File: src/rtl/hdr_ratio_sel.sv
module hdr_ratio_sel #(
  parameter int DATA_W  = 32,
  parameter int ENC_IDX = 69,
  parameter int ENC_LSB = 2,
  parameter int ENC_W   = 2,
  parameter int CMP_IDX = 229,
  parameter int CMP_BIT = 1
) (
  input  logic              clk,
  input  logic              rst_n,
  input  logic              word_valid,
  input  logic              word_first,
  input  logic              word_last,
  input  logic [DATA_W-1:0] word_data,
  input  logic              wide_sel,
  output logic [1:0]        ratio_code,
  output logic              enc_flag,
  output logic              cmp_flag,
  output logic              hdr_done,
  output logic              hdr_err
);

  localparam int CNT_W = $clog2(CMP_IDX + 1);

  logic             active;
  logic [CNT_W-1:0] idx;
  logic             enc_seen;
  logic             done_q, err_q, enc_q, cmp_q;
  logic [1:0]       ratio_q;

  logic             take, at_enc, at_cmp;
  logic [CNT_W-1:0] cur_idx;
  logic             enc_now, cmp_now;

  function automatic logic [1:0] pick_ratio(input logic wide, input logic enc, input logic cmp);
    logic [1:0] base;
    if (!enc && !cmp) return 2'd0;
    base = cmp ? 2'd2 : 2'd1;
    return base + {1'b0, wide};
  endfunction

  assign take    = word_valid && (word_first || active);
  assign cur_idx = word_first ? '0 : idx;
  assign at_enc  = take && (cur_idx == CNT_W'(ENC_IDX));
  assign at_cmp  = take && (cur_idx == CNT_W'(CMP_IDX));
  assign enc_now = at_enc ? |word_data[ENC_LSB +: ENC_W] : (!word_first && enc_seen);
  assign cmp_now = ~word_data[CMP_BIT];

  always_ff @(posedge clk) begin
    if (!rst_n) begin
      active   <= 1'b0;
      idx      <= '0;
      enc_seen <= 1'b0;
      done_q   <= 1'b0;
      err_q    <= 1'b0;
      enc_q    <= 1'b0;
      cmp_q    <= 1'b0;
      ratio_q  <= 2'd0;
    end else begin
      done_q <= 1'b0;
      if (take) begin
        if (word_first) begin
          active  <= 1'b1;
          err_q   <= 1'b0;
          enc_q   <= 1'b0;
          cmp_q   <= 1'b0;
          ratio_q <= 2'd0;
        end
        enc_seen <= enc_now;
        if (at_cmp) begin
          active  <= 1'b0;
          done_q  <= 1'b1;
          enc_q   <= enc_now;
          cmp_q   <= cmp_now;
          ratio_q <= pick_ratio(wide_sel, enc_now, cmp_now);
        end else if (word_last) begin
          active <= 1'b0;
          err_q  <= 1'b1;
        end else begin
          idx <= cur_idx + 1'b1;
        end
      end
    end
  end

  assign ratio_code = ratio_q;
  assign enc_flag   = enc_q;
  assign cmp_flag   = cmp_q;
  assign hdr_done   = done_q;
  assign hdr_err    = err_q;

endmodule


File: config.mk
export PLATFORM = sky130hd
export DESIGN_NAME = hdr_ratio_sel
export DESIGN_NICKNAME = d
export VERILOG_FILES = /design/src/rtl/hdr_ratio_sel.sv
export SDC_FILE = /design/constraint.sdc
export NUM_CORES = 1
export LEC_CHECK = 0
export ABC_AREA = 1
export BUFFER_PORTS_ARGS = -buffer_cell sky130_fd_sc_hd__buf_2
export CORE_ASPECT_RATIO = 1.5
export CORE_UTILIZATION = 50
export DETAILED_ROUTE_END_ITERATION = 8
export PLACE_DENSITY = 0.81
export SLEW_MARGIN = 20
export SYNTH_ARGS = -nofsm -noshare
export SYNTH_HDL_FRONTEND = slang
export SYNTH_SLANG_ARGS = --single-unit
File: constraint.sdc
create_clock -name clk -period 2.6 [get_ports clk]
set_input_delay 0.13 -clock clk [delete_from_list [all_inputs] [get_ports clk]]
set_output_delay 0.13 -clock clk [all_outputs]
set_load 0.05 [all_outputs]
==> impl_metrics.csv <==
group,metric,value,unit
run_status,outcome,"complete, no violations",
critical_path,cp_cell_sequence,"inv_1, nor2_1, ha_1, inv_1, nor2_1, nand2_2, inv_4, nand3_4, nand3_4, nand2_1, nor3b_1",
critical_path,cp_slowest_stage_delay,340,ps
power_and_ir_drop,p_leak,0.575,nW
critical_path,worst-path-max-fanout,13,
min_path,whs_path_depth,2,
sta,slew_headroom,75.4,%
synthesis,yosysSeqAreaShare,32.0,%
min_path,min_to,"active$_SDFFE_PN0P_",
critical_path,startpoint_type,"flop",
synthesis,synth_enable_flop_cells,0,
clock_network,clock_path_buffers,2,
grt,grt_pass1_vias,797,
sta,rsz0062_at_grt,"no",
clock_network,cts_setup_buffers,0,
critical_path,worstSetupPathType,"reg -> reg",
floorplan,dieArea,2190,µm²
clock_network,holdBufCountCts,0,
place,gp_congestion,0.777,
critical_path,crit_slowest_cell,"dfxtp_1",
sta,clock_skew,4.22,ps
critical_path,r2r_cells,11,
floorplan,io_pins,44,
clock_network,clk_pin_slew_worst_paths,100,ps
synthesis,yosys.cell_types.count,28,
floorplan,coreArea,1850,µm²
critical_path,worst-path-buf-inv,3,
grt,grtUsageMet2,36.0,%
flow_run,drv_cap,0,
sta,hold_viol_final,0,
synthesis,synth_area_per_cell,7.16,µm²
grt,use_met1,22.9,%
sta,setup-tns-final,0,ps
synthesis,ys_async_sr_fraction,0,%
routing,antenna_left,0,
synthesis,synth_flop_cell,"dfxtp_1",
critical_path,reg2reg_slack,950,ps
grt,busiest_layer,"met2",
sta,final_max_slew_viol_count,0,
routing,wire_per_inst,11.0,µm
power_and_ir_drop,irDropWorstVdd,0.262,mV
power_and_ir_drop,p_clk_share,29.1,%
sta,fin_crit_sh,63.5,%
synthesis,netlist_area,1000,µm²
floorplan,fp.dieW,38.6,µm
critical_path,reg2reg_from,"idx[0]$_SDFFE_PN0P_",
synthesis,ys_warn_count,0,
power_and_ir_drop,p_int,0.332,mW
critical_path,cp-end-kind,"flop",
power_and_ir_drop,power_density,431,nW/µm²
critical_path,cp.arrival,1840,ps
place,port_buffers,14,
min_path,hp-start,"word_last",
finish,diodes,0,
synthesis,synth_seq_cells,16,
clock_network,cts-resized-gates,0,
power_and_ir_drop,p_sw_share,29.3,%
synthesis,syn_inst,140,
grt,antenna_found_initial,0,
clock_network,cts.sinks,16,
sta,fmax,606,MHz
clock_network,cts_max_level,1,
sta,setup_viol,0,
power_and_ir_drop,p_switching,0.138,mW
finish,nNetsFinal,197,
routing,drcViolationCount,0,
routing,num_vias,903,
finish,areaGrowthSynthToFinish,8.74,%
clock_network,clock_latency,290,ps
clock_network,cts_root_buffer,"clkbuf_4",
routing,drt-vias-per-instance,5.16,
floorplan,die_h,56.8,µm
routing,wl,1.93,mm
critical_path,required,2790,ps
min_path,hold_class,"in -> reg",
grt,grt_max_degree,14,
power_and_ir_drop,power_frac_seq,55.4,%
synthesis,syn_nets,181,
grt,use_met3,2.37,%
sta,min_period,1650,ps
critical_path,r2r-end,"idx[4]$_SDFFE_PN0P_",
grt,track_usage,19.9,%
power_and_ir_drop,finalPower,0.470,mW
power_and_ir_drop,p_comb_share,15.5,%
sta,tightest_slew,367,ps
routing,drtIter0Drc,26,
floorplan,initial_core_util,54.0,%
finish,drive_gt1_share,20.1,%
grt,grt_pass1_wl,3.22,mm
floorplan,rows,19,
place,hpwl,1.52,mm
clock_network,cts_tree,"done",
routing,dr.pass1.iters,4,
grt,overflow,0,
clock_network,numCtsBuffers,3,
critical_path,path_delay_family,"simple AND/OR/NAND/NOR gates",
[worst max path at each step]
stage	endpoint	from	slack, ps	depth (start not counted)
after global placement	idx[5]$_SDFFE_PN0P_	word_first	980	11
after CTS	idx[4]$_SDFFE_PN0P_	idx[0]$_SDFFE_PN0P_	940	11
after detailed placement	idx[4]$_SDFFE_PN0P_	word_first	920	11
final	idx[4]$_SDFFE_PN0P_	idx[0]$_SDFFE_PN0P_	950	11
after floorplan	idx[6]$_SDFFE_PN0P_	idx[0]$_SDFFE_PN0P_	1120	13
after global routing	enc_seen$_SDFFE_PN0P_	idx[0]$_SDFFE_PN0P_	800	12
[through the flow]
step	setup slack, ps	instance area (µm²)	std cells	hold slack, ps	utilization (%)
2_1_floorplan	1120	1000	140	225	-
3_3_place_gp	978	1070	172	344	57.6
3_5_place_dp	922	1070	172	348	57.6
4_1_cts	944	1090	175	35.8	58.8
5_1_grt	801	1090	175	48.5	58.8
6_report	949	1090	175	39.8	58.8
[final cells by class]
type / instances / area, µm²
Fill cell: 177 / 764
Multi-Input combinational cell: 98 / 557
Sequential cell: 16 / 320
Inverter: 23 / 93.8
Timing Repair Buffer: 14 / 70.1
Tap cell: 21 / 26.3
Clock buffer: 3 / 22.5
[synth_stat cells (2+ instances only)]
| cell | number | area [µm²] |
|---|---|---|
| nor2_8 | 2 | 40.0 |
| nand4_1 | 4 | 25.0 |
| a21oi_1 | 8 | 40.0 |
| dfxtp_1 | 16 | 320 |
| xor2_1 | 2 | 17.5 |
| nand2_2 | 2 | 12.5 |
| ha_1 | 3 | 37.5 |
| nand3_1 | 8 | 40.0 |
| inv_1 | 20 | 75.1 |
| nor2_1 | 21 | 78.8 |
| o21ai_0 | 5 | 25.0 |
| nand3_4 | 2 | 35.0 |
| nand2_1 | 32 | 120 |
[sequential cells by signal, indices dropped and copies added, names as in the netlist]
| register | count |
|---|---|
| active | 1 |
| enc_seen | 1 |
| enc_flag | 1 |
| idx | 8 |
| ratio_code | 2 |
| hdr_err | 1 |
| cmp_flag | 1 |
| hdr_done | 1 |
[logic make-up after synthesis]
kind of cell / synth area share [%]
fa+ha+maj: 3.75
xor+xnor: 1.75
flops: 32.0
simple gates: 40.5
compound gates: 9.61
buf+inv: 12.5
[cell usage in the layout, fill, tap and decap left out, types with 2 or more instances in the layout]
cell type / count
nor2_8: 2
buf_2: 14
clkbuf_4: 3
nand3_1: 8
ha_1: 3
nor2_1: 21
xor2_1: 2
nand2_1: 32
nand4_1: 4
o21ai_0: 5
nand2_2: 2
nand3_4: 2
dfxtp_1: 16
a21oi_1: 8
inv_1: 20
[layer usage]
layer	up-vias	part of all wire, %
li1	473	-
met1	409	43
met2	19	53
met3	2	2.9
met4	0	1.4
met5	-	0
[power groups by stage]
stage          clock network, mW  logic [mW]  registers [mW]
6_report                   0.137      0.0728           0.260
5_1_grt                    0.145      0.0827           0.261
4_1_cts                    0.136      0.0732           0.260
3_5_place_dp                   0      0.0729           0.266
3_3_place_gp                   0      0.0702           0.265
2_1_floorplan                  0      0.0563           0.268
Note: power is estimated with default switching activity, not from simulation.
